File: src/rtl/mpio_pkg.sv
package mpio_pkg;
  localparam int ADDR_W = 3;

  typedef enum logic [ADDR_W-1:0] {
    REG_DIR = 3'd0,
    REG_LVL = 3'd1,
    REG_FLT = 3'd2,
    REG_INV = 3'd3,
    REG_IEN = 3'd4
  } mpio_reg_e;
endpackage

File: src/rtl/mpio_sync.sv
module mpio_sync #(
  parameter int NPINS  = 8,
  parameter int STAGES = 2
) (
  input  logic             clk,
  input  logic             rst,
  input  logic [NPINS-1:0] din,
  output logic [NPINS-1:0] dout
);
  logic [NPINS-1:0] stage_q [STAGES];

  for (genvar s = 0; s < STAGES; s++) begin : g_stage
    if (s == 0) begin : g_first
      always_ff @(posedge clk) begin
        if (rst) stage_q[s] <= '0;
        else     stage_q[s] <= din;
      end
    end else begin : g_next
      always_ff @(posedge clk) begin
        if (rst) stage_q[s] <= '0;
        else     stage_q[s] <= stage_q[s-1];
      end
    end
  end

  assign dout = stage_q[STAGES-1];
endmodule

File: src/rtl/mpio_regfile.sv
module mpio_regfile
  import mpio_pkg::*;
#(
  parameter int NPINS = 8
) (
  input  logic              clk,
  input  logic              rst,
  input  logic              wr_en,
  input  logic [ADDR_W-1:0] addr,
  input  logic [NPINS-1:0]  wdata,
  input  logic [NPINS-1:0]  pin_adj,
  output logic [NPINS-1:0]  dir_q,
  output logic [NPINS-1:0]  lvl_q,
  output logic [NPINS-1:0]  flt_q,
  output logic [NPINS-1:0]  inv_q,
  output logic [NPINS-1:0]  ien_q,
  output logic [NPINS-1:0]  rdata
);
  logic [NPINS-1:0] lvl_view;

  always_ff @(posedge clk) begin
    if (rst) begin
      dir_q <= '0;
      lvl_q <= '0;
      flt_q <= '0;
      inv_q <= '0;
      ien_q <= '0;
    end else if (wr_en) begin
      case (addr)
        REG_DIR: dir_q <= wdata;
        REG_LVL: lvl_q <= wdata;
        REG_FLT: flt_q <= wdata;
        REG_INV: inv_q <= wdata;
        REG_IEN: ien_q <= wdata;
        default: ;
      endcase
    end
  end

  for (genvar p = 0; p < NPINS; p++) begin : g_view
    assign lvl_view[p] = dir_q[p] ? pin_adj[p] : lvl_q[p];
  end

  always_ff @(posedge clk) begin
    if (rst) begin
      rdata <= '0;
    end else begin
      case (addr)
        REG_DIR: rdata <= dir_q;
        REG_LVL: rdata <= lvl_view;
        REG_FLT: rdata <= flt_q;
        REG_INV: rdata <= inv_q;
        REG_IEN: rdata <= ien_q;
        default: rdata <= '0;
      endcase
    end
  end

  AST_DIR_WRITE_TAKES: assert property (@(posedge clk) disable iff (rst)
    (wr_en && addr == REG_DIR) |=> (dir_q == $past(wdata)));

  AST_UNMAPPED_WRITE_IGNORED: assert property (@(posedge clk) disable iff (rst)
    (wr_en && addr > REG_IEN) |=> ($stable(dir_q) && $stable(lvl_q) && $stable(flt_q)
                                    && $stable(inv_q) && $stable(ien_q)));
endmodule

File: src/rtl/mpio_pad.sv
module mpio_pad #(
  parameter int NPINS = 8
) (
  input  logic             clk,
  input  logic             rst,
  input  logic [NPINS-1:0] dir_q,
  input  logic [NPINS-1:0] lvl_q,
  input  logic [NPINS-1:0] flt_q,
  output logic [NPINS-1:0] pad_out,
  output logic [NPINS-1:0] pad_oe
);
  for (genvar p = 0; p < NPINS; p++) begin : g_pin
    always_ff @(posedge clk) begin
      if (rst) begin
        pad_out[p] <= 1'b0;
        pad_oe[p]  <= 1'b1;
      end else begin
        pad_out[p] <= lvl_q[p] & ~dir_q[p];
        pad_oe[p]  <= ~dir_q[p] & ~flt_q[p];
      end
    end
  end

  AST_INPUT_NOT_DRIVEN: assert property (@(posedge clk) disable iff (rst)
    ((pad_oe & $past(dir_q)) == '0));

  AST_FLOAT_RELEASES: assert property (@(posedge clk) disable iff (rst)
    ((pad_oe & $past(flt_q)) == '0));
endmodule

File: src/rtl/mpio_irq.sv
module mpio_irq #(
  parameter int          NPINS    = 8,
  parameter int          CODE_W   = 3,
  parameter logic [CODE_W-1:0] IRQ_CODE = 3'b011
) (
  input  logic              clk,
  input  logic              rst,
  input  logic [NPINS-1:0]  pin_adj,
  input  logic [NPINS-1:0]  dir_q,
  input  logic [NPINS-1:0]  ien_q,
  output logic              irq_req,
  output logic [CODE_W-1:0] irq_code
);
  logic [NPINS-1:0] pin_irq;

  for (genvar p = 0; p < NPINS; p++) begin : g_src
    assign pin_irq[p] = pin_adj[p] & dir_q[p] & ien_q[p];
  end

  always_ff @(posedge clk) begin
    if (rst) begin
      irq_req  <= 1'b0;
      irq_code <= '0;
    end else begin
      irq_req  <= |pin_irq;
      irq_code <= (|pin_irq) ? IRQ_CODE : '0;
    end
  end

  AST_IRQ_NEEDS_ENABLED_INPUT: assert property (@(posedge clk) disable iff (rst)
    irq_req |-> $past(|(ien_q & dir_q)));

  AST_IRQ_NEEDS_HIGH_PIN: assert property (@(posedge clk) disable iff (rst)
    irq_req |-> $past(|(pin_adj & dir_q)));
endmodule

File: src/rtl/mpio_ctrl.sv
module mpio_ctrl
  import mpio_pkg::*;
#(
  parameter int NPINS       = 8,
  parameter int SYNC_STAGES = 2,
  parameter int CODE_W      = 3,
  parameter logic [CODE_W-1:0] IRQ_CODE = 3'b011
) (
  input  logic              clk,
  input  logic              rst,
  input  logic              wr_en,
  input  logic [ADDR_W-1:0] addr,
  input  logic [NPINS-1:0]  wdata,
  output logic [NPINS-1:0]  rdata,
  input  logic [NPINS-1:0]  pad_in,
  output logic [NPINS-1:0]  pad_out,
  output logic [NPINS-1:0]  pad_oe,
  output logic              irq_req,
  output logic [CODE_W-1:0] irq_code
);
  logic [NPINS-1:0] dir_q, lvl_q, flt_q, inv_q, ien_q;
  logic [NPINS-1:0] pin_sync, pin_adj;

  mpio_sync #(.NPINS(NPINS), .STAGES(SYNC_STAGES)) u_sync (
    .clk(clk), .rst(rst), .din(pad_in), .dout(pin_sync)
  );

  assign pin_adj = pin_sync ^ inv_q;

  mpio_regfile #(.NPINS(NPINS)) u_regs (
    .clk(clk), .rst(rst), .wr_en(wr_en), .addr(addr), .wdata(wdata),
    .pin_adj(pin_adj), .dir_q(dir_q), .lvl_q(lvl_q), .flt_q(flt_q),
    .inv_q(inv_q), .ien_q(ien_q), .rdata(rdata)
  );

  mpio_pad #(.NPINS(NPINS)) u_pad (
    .clk(clk), .rst(rst), .dir_q(dir_q), .lvl_q(lvl_q), .flt_q(flt_q),
    .pad_out(pad_out), .pad_oe(pad_oe)
  );

  mpio_irq #(.NPINS(NPINS), .CODE_W(CODE_W), .IRQ_CODE(IRQ_CODE)) u_irq (
    .clk(clk), .rst(rst), .pin_adj(pin_adj), .dir_q(dir_q), .ien_q(ien_q),
    .irq_req(irq_req), .irq_code(irq_code)
  );

  AST_CODE_WITH_REQ: assert property (@(posedge clk) disable iff (rst)
    irq_req |-> (irq_code == IRQ_CODE));

  AST_CODE_IDLE_ZERO: assert property (@(posedge clk) disable iff (rst)
    !irq_req |-> (irq_code == '0));
endmodule

File: config.mk
export PLATFORM = sky130hd
export DESIGN_NAME = mpio_ctrl
export DESIGN_NICKNAME = d
export VERILOG_FILES = /design/src/rtl/mpio_pkg.sv /design/src/rtl/mpio_sync.sv /design/src/rtl/mpio_regfile.sv /design/src/rtl/mpio_pad.sv /design/src/rtl/mpio_irq.sv /design/src/rtl/mpio_ctrl.sv
export SDC_FILE = /design/constraint.sdc
export NUM_CORES = 1
export LEC_CHECK = 0
export BUFFER_PORTS_ARGS = -buffer_cell sky130_fd_sc_hd__buf_2
export CAP_MARGIN = 10
export CORE_MARGIN = 2
export CORE_UTILIZATION = 40
export DETAILED_ROUTE_END_ITERATION = 7
export GPL_ROUTABILITY_DRIVEN = 1
export PLACE_DENSITY = 0.59
export SETUP_SLACK_MARGIN = 0.5
export SLEW_MARGIN = 5
export SYNTH_ARGS = -nofsm -noshare
export SYNTH_HDL_FRONTEND = slang
export SYNTH_SLANG_ARGS = --single-unit
File: constraint.sdc
create_clock -name clk -period 1.65 [get_ports clk]
set_clock_uncertainty 0.1 [all_clocks]
set_input_delay 0.165 -clock clk [delete_from_list [all_inputs] [get_ports clk]]
set_output_delay 0.165 -clock clk [all_outputs]
set_load 0.1 [all_outputs]
Word-level counts from Yosys, hierarchy flattened
Memories as Yosys holds them, arrays and structs flattened.
Cells that the tools add are included.
{"block": "totals", "out_inout_bits": 28, "mem_count": 1, "mem_bits_rw": 16, "wordCells": 102, "register_bits": 68}
{"block": "classes", "n_reduce_logical": 7, "n_bitwise": 51, "eq_ne": 4, "muxes": 15}
{"memory": "u_sync.stage_q", "words": 2, "word_bits": 8, "read_ports": 2, "rd_clocked_by_memory_dff": 0, "write_ports": 2, "line": "mpio_sync.sv:10", "rtl": "logic [NPINS-1:0] stage_q [STAGES];"}
{"cell": "one-hot mux 8 bit (5 select lines)", "count": 1}
{"cell": "AND 1 bit", "count": 32}
{"cell": "two-way mux 8 bit", "count": 2}
{"cell": "inverter 1 bit", "count": 16}
{"cell": "two-way mux 1 bit", "count": 11}
{"cell": "AND reduction 2 bit", "count": 5}
{"cell": "OR reduction 8 bit", "count": 1}
{"cell": "XOR 8 bit", "count": 1}
{"cell": "equality test 3 x 2 -> 1 bit (second input constant)", "count": 2}
{"cell": "equality test 3 x 1 -> 1 bit (second input constant)", "count": 1}
{"cell": "equality test 3 bit (second input constant)", "count": 1}
{"cell": "zero test 3 bit", "count": 1}
{"cell": "two-way mux 2 bit", "count": 1}
{"cell": "bitwise OR 1 bit", "count": 2}

Logic depth before layout (Yosys ltp)
Gate-level depths: netlist of run 1.
An unclocked memory read counts as a cell.
{"block": "depth", "depth_word": 6, "depth_mapped": 6, "depth_no_buf": 4}

Hierarchy
From an unflattened synthesis of run 1, not the netlist that was laid out.
{"block": "hier_totals", "hier_cells": 311, "hier_area_um2": 3181.8}
{"mod": "mpio_regfile", "cells_per_inst": 223, "seq_area_each_um2": 960.9, "n_inst": 1, "area_each_um2": 2090.8}
{"mod": "mpio_sync", "cells_per_inst": 33, "seq_area_each_um2": 320.3, "n_inst": 1, "area_each_um2": 464.2}
{"mod": "mpio_pad", "cells_per_inst": 33, "seq_area_each_um2": 320.3, "n_inst": 1, "area_each_um2": 451.7}
{"mod": "mpio_irq", "cells_per_inst": 14, "seq_area_each_um2": 20.0, "n_inst": 1, "area_each_um2": 105.1}
{"mod": "mpio_ctrl", "cells_per_inst": 8, "seq_area_each_um2": 0.0, "n_inst": 1, "area_each_um2": 70.1}

Worst setup path before layout of run 1
No wires, ideal clock.
{"block": "synth_timing", "path_kind": "reg2out", "startpoint": "register u_irq.irq_code[0]", "endpoint": "output port irq_code[0]", "t_arrival_ns": 1.374, "path_stages_with_launch": 2, "setup_slack_ns": 0.011, "cell_sequence": "dfxtp_1 > buf_4"}
{"element": "from (decl)", "line": "mpio_irq.sv:12", "rtl": "output logic [CODE_W-1:0] irq_code"}
{"element": "from (signal assigned)", "line": "mpio_irq.sv:26", "rtl": "irq_code <= (|pin_irq) ? IRQ_CODE : '0;"}
{"element": "to (decl)", "line": "mpio_ctrl.sv:19", "rtl": "output logic [CODE_W-1:0] irq_code"}
No word-level cell between the ends.

Worst setup path in the final report of run 1
{"block": "layout_timing", "startpoint": "register u_regs.inv_q[7]", "endpoint": "register u_irq.irq_code[0]"}
{"block": "layout_between", "elab_chain_cells": 5}
{"element": "from (decl)", "line": "mpio_regfile.sv:15", "rtl": "output logic [NPINS-1:0] inv_q,"}
{"element": "from (signal assigned)", "line": "mpio_regfile.sv:33", "rtl": "REG_INV: inv_q <= wdata;"}
{"element": "XOR 8 bit", "line": "mpio_ctrl.sv:28", "rtl": "assign pin_adj = pin_sync ^ inv_q;"}
{"element": "AND 1 bit (2 in a row)", "line": "mpio_irq.sv:17", "rtl": "assign pin_irq[p] = pin_adj[p] & dir_q[p] & ien_q[p];"}
{"element": "OR reduction 8 bit", "line": "mpio_irq.sv:26"}
{"element": "two-way mux 2 bit", "line": "mpio_irq.sv:26"}
Every way passes these cells.
A chain may end at the register's enable or synchronous reset.

==> summary.txt, run 1 <==
Run status
  – Status: finished, final reports clean

Global routing
  – GR Util met1: 29.3%
  – First-pass GRT wire length: 13.2 mm
  – Most used routing layer in global routing: met2
  – GR Util met2: 31.0%
  – Met3 Resource Use GR: 4.35%
  – Overflow after GRT: 0
  – Vias in the first global route: 2473
  – Largest net degree at the start of global routing: 63
  – Tot GR Track Use: about 20%
  – Initial antenna violation count: 0

Power
  – Total chip power: 3.97 mW
  – Lkg Pwr: 1.58 nW
  – Peak supply drop: 0.494 mV
  – Total power per unit cell area: about 900 mW/mm2

Critical path
  – Cells along the critical path: xor2_2 > nand3_1 > nand4_1 > o31a_1
  – R2R setup slack: about 0.42 ns
  – Required @ worst endpoint: 1.78 ns
  – CP Capture Type: flop
  – Max incr delay on CP: 0.35 ns
  – Top delay family on crit path: flip-flops
  – Crit Path Max Fanout: 3
  – Arrival time at the worst endpoint: 1.37 ns
  – Slowest CP cell: dfxtp_2
  – Crit start category: flop
  – WP buf/inv: 0
  – Critical path type: flop to flop

Die
  – Die height: 91.8 um
  – I/O Pins: 50
  – Site row count: 32
  – Die Width: 91.8 um
  – Initial Utilization: 40.6%
  – Die Area: 0.00843 mm2
  – Core area: around 0.0076 mm2

Placement
  – Post-DP HPWL: 5.52 mm
  – # placed instances: 486
  – Input/output buffers: 48
  – Placed inst area: around 0.0034 mm2
  – Dpl ws: just over 0.08 ns
  – Gp weighted congestion: 0.929

Synth
  – Post-Syn Area per Cell: 8.79 um2
  – Largest cells by area after synthesis: dfxtp_1 53%, nand2_1 11%, a21oi_1 7.0%
  – Synthesized area: between 0.003 and 0.004 mm2
  – Yosys reg bits: approximately 80
  – Sequential element share of the synthesized area: a little over half
  – EDFF count, synth: 0
  – Syn. warnings: 0
  – Share of the synthesized area in the top cell type: 52.6%
  – Yosys cell types: 41
  – Main synth FF type: dfxtp_1
  – Cell count after synthesis: 351
  – Syn Nets: 373
  – Asr flop ratio synth: 0%
  – Cell taking the most area after synthesis: dfxtp_1

Routing
  – ANT nets after route: 0
  – DR WL/cell: 16.0 um
  – DR vias/cell: between 5 and 6
  – Vias: 2634
  – Final WL: 8.33 mm
  – Iter 0 DRT Violations: about 250
  – Drt drc: 0
  – Initial DRT Pass Iterations: 4

Final layout
  – # nets final: 437
  – Area Growth Syn to Fin: 42.2%
  – Finished Core Util: 57.7%
  – Design area: ~0.0044 mm2
  – Diodes inserted: 0
  – Share of layout cells above drive strength 1: 35.6%
  – Fin cells: 521
  – Fillers: approximately 660

Worst hold path
  – HP Class: input port to flop

Job
  – Maxcap violations: 0

STA
  – RSZ-0062 raised after global routing: yes
  – Pins Over Slew Limit: 0
  – Rel. slew slack: 58.1%
  – Final Hold Vio Count: 0
  – Worst setup margin: 0.417 ns
  – Fin crit share: approximately 75%
  – Highest clock rate: between 0.8 and 0.9 GHz
  – Final setup fails: 0
  – Final Critical Period: 1.23 ns
  – Fin Setup TNS: 0 ns
  – Worst-margin pin slew: 0.628 ns
  – Worst hold slack: between 0.006 and 0.007 ns

Clock network
  – Worst-skew pair later-pin latency: 0.36 ns
  – CTS buffer count: 9
  – CTS tree: yes
  – CTS Sinks: 81
  – H-tree depth: 3
  – Worst-path clk slew: approximately 0.070 ns
  – CTS Root Cell: clkbuf_8
  – Clk buf depth: 2
worst reg2reg max path, stage by stage (launching register included):
cell	delay, ns
dfxtp_2	0.35
xor2_2	0.18
nand3_1	0.08
nand4_1	0.12
o31a_1	0.28
layout make-up:
type	instances	area (um2)	area share, %
well taps	102	128	2.91
clock buffers	12	145	3.31
multi-input cells	246	1480	33.6
repair buffers	73	873	19.9
flip-flops and latches	81	1690	38.4
inverters	4	15.0	0.342
clock inverters	3	65.1	1.48
worst paths after layout:
check	startpoint	endpoint	cells after the start
worst max register to register	u_regs.inv_q[7]	u_irq.irq_code[0]	4
worst min-delay path	wdata[1]	u_regs.inv_q[1]	3
worst min register to register	u_sync.stage_q[0][5]	u_sync.stage_q[1][5]	1
worst max-delay path	u_regs.inv_q[7]	u_irq.irq_code[0]	4
layer usage:
| metal | vias up | routed length [um] | part of all wire, % |
|---|---|---|---|
| li1 | 1312 | - | - |
| met3 | 12 | 597 | 7.2 |
| met5 | - | 0 | 0 |
| met2 | 93 | 3800 | 46 |
| met4 | 0 | 119 | 1.4 |
| met1 | 1217 | 3810 | 46 |
flip-flops by register name (all words and copies together) (netlist names), 8 cells and up:
| register | cells |
|---|---|
| u_sync.stage_q | 16 |
| u_pad.pad_oe | 8 |
| u_pad.pad_out | 8 |
| u_regs.dir_q | 8 |
| u_regs.flt_q | 8 |
| u_regs.ien_q | 8 |
| u_regs.inv_q | 8 |
| u_regs.lvl_q | 8 |
| u_regs.rdata | 8 |
layout by cell type (no fill, tap or decap), types with 8 or more instances in the layout:
| master | instances |
|---|---|
| nand3_1 | 8 |
| nand2_1 | 89 |
| clkbuf_8 | 10 |
| dlygate4sd3_1 | 15 |
| a21oi_1 | 42 |
| buf_12 | 27 |
| buf_4 | 10 |
| nor2b_1 | 19 |
| dfxtp_1 | 38 |
| buf_2 | 20 |
| o21ai_0 | 8 |
| dfxtp_2 | 39 |
cells in the mapped netlist, types with 2 or more instances:
library cell and instances:
buf_2 6, nand2b_1 3, nor3b_1 4, nand3_1 10, mux2_2 2, o211ai_1 3
dfxtp_1 81, nand2_1 92, inv_1 4, and2_1 6, a31oi_1 3, xor2_1 4
xnor2_1 4, nor2b_1 19, nor2_1 3, o22ai_1 4, clkbuf_1 8, o21a_1 3
and3_1 4, o21ai_0 8, o221ai_1 2, a21oi_1 43, nor2_2 2, a22oi_1 8
mux2_1 2, a32oi_1 4, buf_4 5
report_power, final:
part,switching [mW],total [mW],internal [mW]
clock,0.665,1.55,0.884
combinational,0.232,0.379,0.147
sequential,0.0385,2.04,2.00
cell families (layout without fill, tap and decap cells):
logic type | after synthesis | count (layout) | synth area share, %
xor+xnor | 8 | 8 | 2.27
buf+inv | 24 | 92 | 4.01
mux | 5 | 5 | 1.78
flops | 81 | 81 | 52.6
compound gates | 84 | 84 | 16.5
other cells | 1 | 1 | 0.122
simple gates | 148 | 148 | 22.7
repair_timing:
item | 4_1_cts | 5_1_grt
gates resized for setup | 121 | 36
setup buffers | 5 | 0
endpoints found under the setup margin | 43 | 71
endpoints found under the hold margin | 33 | 0
hold buffers | 15 | 0
pin swaps | 10 | 5
No activity file was read; power rests on OpenSTA's default activity.
==> inputs of run 2 (changes only) <==
Settings changed: ABC_AREA set to 1.
Clock period 1.65 ns to 1.2 ns, I/O delays scaled along.
==> run 2 against run 1 <==
The run now ends with hold timing left. Setup slack worse by 0.36 ns. Register-to-register slack worse by 0.31 ns. Die area up 2.3%. First-iteration DRC count down 29%. Largest power group unchanged. Synthesized cell count up 15%. Clock power up 51%. Routed wire length up 19%. Non-clock buffer count up 28.
==> summary.txt, run 2 <==
Run status
  – Status: complete, but fails checks
  – Failing checks: hold timing

Final layout
  – Register Area: 0.00178 mm2
  – Largest register FFs: 16
  – Diodes inserted: 0
  – Commonest non-fill, non-tap cell in the layout: nand2_1
  – # nets final: just over 500
  – Most frequent cells in the layout: 59 x nand2_1, 36 x buf_12, 33 x dfxtp_4
  – Share of layout cells above drive strength 1: between 50% and 60%
  – Fillers: 545
  – Area Growth Syn to Fin: 70.5%
  – Design area: 0.00539 mm2
  – Multi-input logic area: between 0.0015 and 0.002 mm2
  – Finished Core Util: 70.1%
  – Largest register by flop count: u_sync.stage_q

Routing
  – Initial DRT Pass Iterations: 5
  – Iter 0 DRT Violations: 180
  – Final WL: between 9 and 10 mm
  – DR WL/cell: between 15 and 20 um
  – Vias: 3171
  – ANT nets after route: 0
  – DR vias/cell: between 5 and 6
  – Drt drc: 0

Critical path
  – Slowest CP cell: dfxtp_4
  – Required @ worst endpoint: 0.98 ns
  – Top delay family on crit path: flip-flops
  – WP depth: 1
  – Reg2reg path depth: 6
  – Max incr delay on CP: 0.40 ns
  – Cells along the critical path: buf_12
  – CP Capture Type: primary output
  – Crit Path Max Fanout: 3
  – Crit start category: flop
  – Critical path type: flop to primary output
  – Arrival time at the worst endpoint: 0.92 ns
  – WP buf/inv: 1
  – R2R setup slack: 0.11 ns
  – FF-to-FF Start: u_regs.inv_q[3]
  – CP startpoint: u_irq.irq_code[0]
  – Worst reg2reg endpoint: u_irq.irq_code[0]
  – CP Capture Point: irq_code[0]

Power
  – Combinational power share: 14.8%
  – Internal power: around 4.4 mW
  – Total power per unit cell area: 1120 mW/mm2
  – Clock group share of total power: about two fifths
  – Peak supply drop: 0.689 mV
  – Total chip power: 6.01 mW
  – Lkg Pwr: 2.04 nW
  – Reg power frac: 46.2%
  – Switching part of the total: 26.1%
  – Switching power: ~1.6 mW

STA
  – Pins Over Slew Limit: 0
  – Final Critical Period: ~1.1 ns
  – Worst setup margin: between 0.05 and 0.06 ns
  – Fin Setup TNS: 0 ns
  – Fin crit share: 95.3%
  – Worst hold slack: -0.0101 ns
  – Final Hold Vio Count: 3
  – Final setup fails: 0
  – RSZ-0062 raised after global routing: yes
  – Highest clock rate: 0.875 GHz

Synth
  – Syn Nets: 427
  – Main combinational cell family by area after synthesis: simple AND/OR/NAND/NOR gates
  – Main synth FF type: dfxtp_1
  – Post-Syn Area per Cell: 7.80 um2
  – Yosys reg bits: 81
  – Post-Synth XOR/XNOR Area: 0%
  – Top cells by count, synth: 81 x dfxtp_1, 79 x nand2_1, 51 x inv_1
  – Yosys cell types: 23
  – Share of the synthesized area in the top cell type: 51.3%
  – Sequential element share of the synthesized area: 51.3%
  – Cell count after synthesis: roughly 410
  – Mux contribution to synthesized area: 0%
  – Most common cell in the netlist: dfxtp_1
  – Compound-gate portion of the synthesized area: 16.0%
  – Simple-gate share of the synthesized area: between 20% and 30%
  – Asr flop ratio synth: 0%
  – Cell taking the most area after synthesis: dfxtp_1
  – Largest cells by area after synthesis: dfxtp_1 51%, nand2_1 9.4%, a21oi_1 7.8%
  – Adder-cell share of the synthesized area: 0%
  – Synthesized area: around 0.0032 mm2
  – EDFF count, synth: 0
  – Syn. warnings: 0

Clock network
  – Worst-path clk slew: around 0.08 ns
  – Clk buf depth: 2
  – CTS tree: yes
  – Worst-skew pair later-pin latency: 0.35 ns
  – CTS buffer count: 9
  – CTS Root Cell: clkbuf_8
  – CTS Sinks: between 80 and 90
  – Hold-fix buffers, CTS: 8
  – H-tree depth: 3

Global routing
  – Largest net degree at the start of global routing: 33
  – Tot GR Track Use: 21.5%
  – Vias in the first global route: 2897
  – Overflow after GRT: 0
  – First-pass GRT wire length: approximately 14 mm
  – Initial antenna violation count: 0

Die
  – Site row count: 32
  – Die Width: a little over 90 um
  – Die height: about 93 um
  – Initial Utilization: between 40 and 50%
  – Die Area: 0.00862 mm2
  – I/O Pins: 50
  – Core area: 0.00769 mm2

Job
  – Maxcap violations: 0

Placement
  – Dpl ws: -0.115 ns
  – Gp weighted congestion: 0.890
  – Input/output buffers: 48
  – Post-DP HPWL: 5.25 mm
  – Placed inst area: 0.00410 mm2

Worst hold path
  – HP Class: input port to flop
run 2: cell type report:
| cell class | count | area share [%] |
|---|---|---|
| clock buffer | 10 | 2.37 |
| clock inverter | 6 | 1.97 |
| inverter | 52 | 4.23 |
| multi-input combinational | 252 | 31.9 |
| sequential | 81 | 33.0 |
| tap | 102 | 2.37 |
| timing repair buffer | 101 | 24.1 |
run 2: kinds of logic (layout without fill, tap and decap cells):
| group | Yosys count | after routing |
|---|---|---|
| AND/OR/NAND/NOR | 153 | 154 |
| AO/OA/AOI/OAI | 97 | 97 |
| buffers and inverters | 73 | 169 |
| flip-flops | 81 | 81 |
| other | 1 | 1 |
run 2: power by group through the flow:
stage	registers, mW	logic [mW]	clock network, mW
floorplan	2.94	0.282	0
detailed placement	2.84	0.588	0
finish	2.78	0.893	2.34
global placement	2.84	0.578	0
global route	2.79	0.941	2.47
CTS	2.77	0.733	2.36
run 2: stage by stage:
step | cells | hold WS [ns]
2_1_floorplan | 405 | 0.127
3_3_place_gp | 552 | 0.218
3_5_place_dp | 552 | 0.229
4_1_cts | 592 | -0.0452
5_1_grt | 604 | 0.00168
6_report | 604 | -0.0101
run 2: worst min-delay path by stage:
stage | start | end | depth (start not counted)
after floorplan | pad_in[0] | u_sync.stage_q[0][0] | 2
after global placement | pad_in[4] | u_sync.stage_q[0][4] | 3
after detailed placement | pad_in[1] | u_sync.stage_q[0][1] | 3
after CTS | wdata[6] | u_regs.dir_q[6] | 3
after global routing | wdata[3] | u_regs.flt_q[3] | 3
final | wdata[7] | u_regs.dir_q[7] | 3
run 2: metal layers:
metal	vias to the layer above	global-route usage [%]	share of wire (%)
met1	1487	24.9	39
met3	32	3.09	5.3
met4	0	11.8	3.6
met5	-	0	0
met2	137	38.0	52
li1	1515	-	-
run 2: repair_timing:
item / in CTS / in global routing
gates cloned: 4 / 1
pin swaps: 32 / 39
buffers inserted: 12 / 11
endpoints found under the hold margin: 23 / 1
endpoints found under the setup margin: 92 / 96
resized for setup: 123 / 111
==> inputs of run 3 (changes only) <==
Clock period 1.2 ns to 1.5 ns, I/O delays scaled along.
==> run 3 against run 2 <==
The flow now finishes without violations. Clock power is 33% lower. Combinational power fell by 45%. Worst hold slack better by 0.029 ns. Routed wire length decreased by 22%. Non-clock buffer count fell by 24. Sequential share of layout area is 5.3 points higher. Sequential cell count stayed put. Clock-buffer cell count up 3. Critical path depth unchanged. Critical path type unchanged.
==> summary.txt, run 3 (synthesized netlist as in run 2, its figures left out) <==
Global routing
  – Vias in the first global route: 2620
  – Tot GR Track Use: 19.2%
  – Initial antenna violation count: 0
  – Overflow after GRT: 0
  – First-pass GRT wire length: around 13 mm
  – Largest net degree at the start of global routing: 33

Routing
  – ANT nets after route: 0
  – Drt drc: 0
  – DR vias/cell: 4.84
  – DR WL/cell: 13.4 um
  – Iter 0 DRT Violations: 120
  – Vias: 2800
  – Initial DRT Pass Iterations: 4
  – Final WL: 7.75 mm

Final layout
  – Largest register by flop count: u_sync.stage_q
  – Fillers: 731
  – # nets final: 494
  – Diodes inserted: 0
  – Largest register FFs: 16
  – Most frequent cells in the layout: 68 x nand2_1, 47 x a21oi_1, 46 x dfxtp_2
  – Commonest non-fill, non-tap cell in the layout: nand2_1
  – Finished Core Util: a little under three fifths
  – Area Growth Syn to Fin: 39.2%
  – Share of layout cells above drive strength 1: 35.2%

Clock network
  – CTS Sinks: 81
  – Clk buf depth: 2
  – Worst-path clk slew: roughly 0.080 ns
  – H-tree depth: 3
  – CTS Root Cell: clkbuf_8
  – CTS buffer count: 9
  – Worst-skew pair later-pin latency: about 0.35 ns
  – CTS tree: yes

Power
  – Switching part of the total: 25.6%
  – Internal power: 3.21 mW
  – Clock group share of total power: 36.1%
  – Combinational power share: a little under an eighth
  – Lkg Pwr: 1.76 nW
  – Switching power: 1.10 mW
  – Total power per unit cell area: just under 1000 mW/mm2
  – Reg power frac: between 50% and 60%
  – Peak supply drop: 0.486 mV
  – Total chip power: around 4.3 mW

STA
  – Final setup fails: 0
  – Final Critical Period: 1.17 ns
  – Highest clock rate: 0.852 GHz
  – Final Hold Vio Count: 0
  – Pins Over Slew Limit: 0
  – Worst setup margin: 0.327 ns
  – RSZ-0062 raised after global routing: yes
  – Fin crit share: 78.2%
  – Fin Setup TNS: 0 ns

Critical path
  – WP buf/inv: 1
  – Arrival time at the worst endpoint: 0.92 ns
  – CP Capture Type: primary output
  – Required @ worst endpoint: 1.25 ns
  – Critical path type: flop to primary output
  – Cells along the critical path: buf_12
  – Max incr delay on CP: 0.40 ns
  – Worst reg2reg endpoint: u_irq.irq_code[0]
  – Slowest CP cell: dfxtp_4
  – Crit Path Max Fanout: 3
  – Top delay family on crit path: flip-flops
  – FF-to-FF Start: u_regs.inv_q[3]
  – R2R setup slack: 0.45 ns
  – Reg2reg path depth: 5
  – Crit start category: flop

Worst hold path
  – HP Class: input port to flop
  – Worst hold endpoint: u_regs.dir_q[6]
  – Hold Crit Start: wdata[6]
  – Worst Hold Depth: 3

Placement
  – Gp weighted congestion: 0.860
  – Dpl ws: 0.102 ns
  – Post-DP HPWL: 4.99 mm
  – Input/output buffers: 48

Job
  – Maxcap violations: 0

Die
  – Site row count: 32
  – Die height: 92.9 um
  – Core area: 0.00769 mm2
  – I/O Pins: 50
  – Initial Utilization: between 40% and 50%
  – Die Area: 0.00862 mm2
  – Die Width: 92.9 um

Run status
  – Status: finished, final reports clean
-- run 3: power by group through the flow --
stage	Combinational, mW	Sequential [mW]	Clock, mW
after floorplan	0.204	2.39	0
after global placement	0.401	2.30	0
after detailed placement	0.404	2.30	0
after CTS	0.468	2.26	1.60
after global routing	0.530	2.27	1.70
final	0.490	2.26	1.56
-- run 3: worst reg2reg max path, cell delays in order, from the launching register on --
cell     delay (ns)
dfxtp_2        0.36
nand2_1        0.07
nand4_1        0.12
nand2_1        0.08
nor2_2         0.14
a21oi_2        0.07
-- run 3: how the worst max path moves through the flow --
stage / from / end / slack (ns) / cells after the start
final: u_irq.irq_code[0] / irq_req / 0.33 / 1
after global routing: u_irq.irq_code[0] / irq_req / 0.30 / 1
after CTS: u_irq.irq_code[0] / irq_req / 0.32 / 1
after detailed placement: addr[0] / u_regs.rdata[0] / 0.10 / 8
after global placement: addr[0] / u_regs.rdata[4] / 0.12 / 8
after floorplan: addr[1] / u_regs.lvl_q[6] / 0.30 / 6
-- run 3: area by class of cell --
| cell class | count | area, um2 | share of cell area, % |
|---|---|---|---|
| inverters | 52 | 195 | 4.44 |
| clock inverters | 3 | 40.0 | 0.910 |
| well taps | 102 | 128 | 2.90 |
| clock buffers | 13 | 149 | 3.39 |
| flip-flops and latches | 81 | 1680 | 38.3 |
| multi-input cells | 251 | 1300 | 29.5 |
| repair buffers | 77 | 906 | 20.6 |
-- run 3: timing repair --
item	in CTS	in global routing
hold endpoints to repair	9	0
resized for setup	132	38
setup buffers	2	4
pin swaps	10	20
hold buffers	9	0
setup endpoints to repair	34	52
-- run 3: layer usage --
metal  GRT usage (%)  wire length [um]  vias up
met5               0                 0        -
met4            9.80               166        0
met3            3.34               391       12
li1                -                 -     1446
met2            31.6              3870       78
met1            24.1              3320     1264
-- run 3: metrics by stage --
stage,hold slack [ns],cells,instance area [um2]
2_1_floorplan,0.157,405,3240
3_3_place_gp,0.250,548,3550
3_5_place_dp,0.255,548,3550
4_1_cts,0.00195,575,4280
5_1_grt,0.00857,579,4400
6_report,0.0194,579,4400
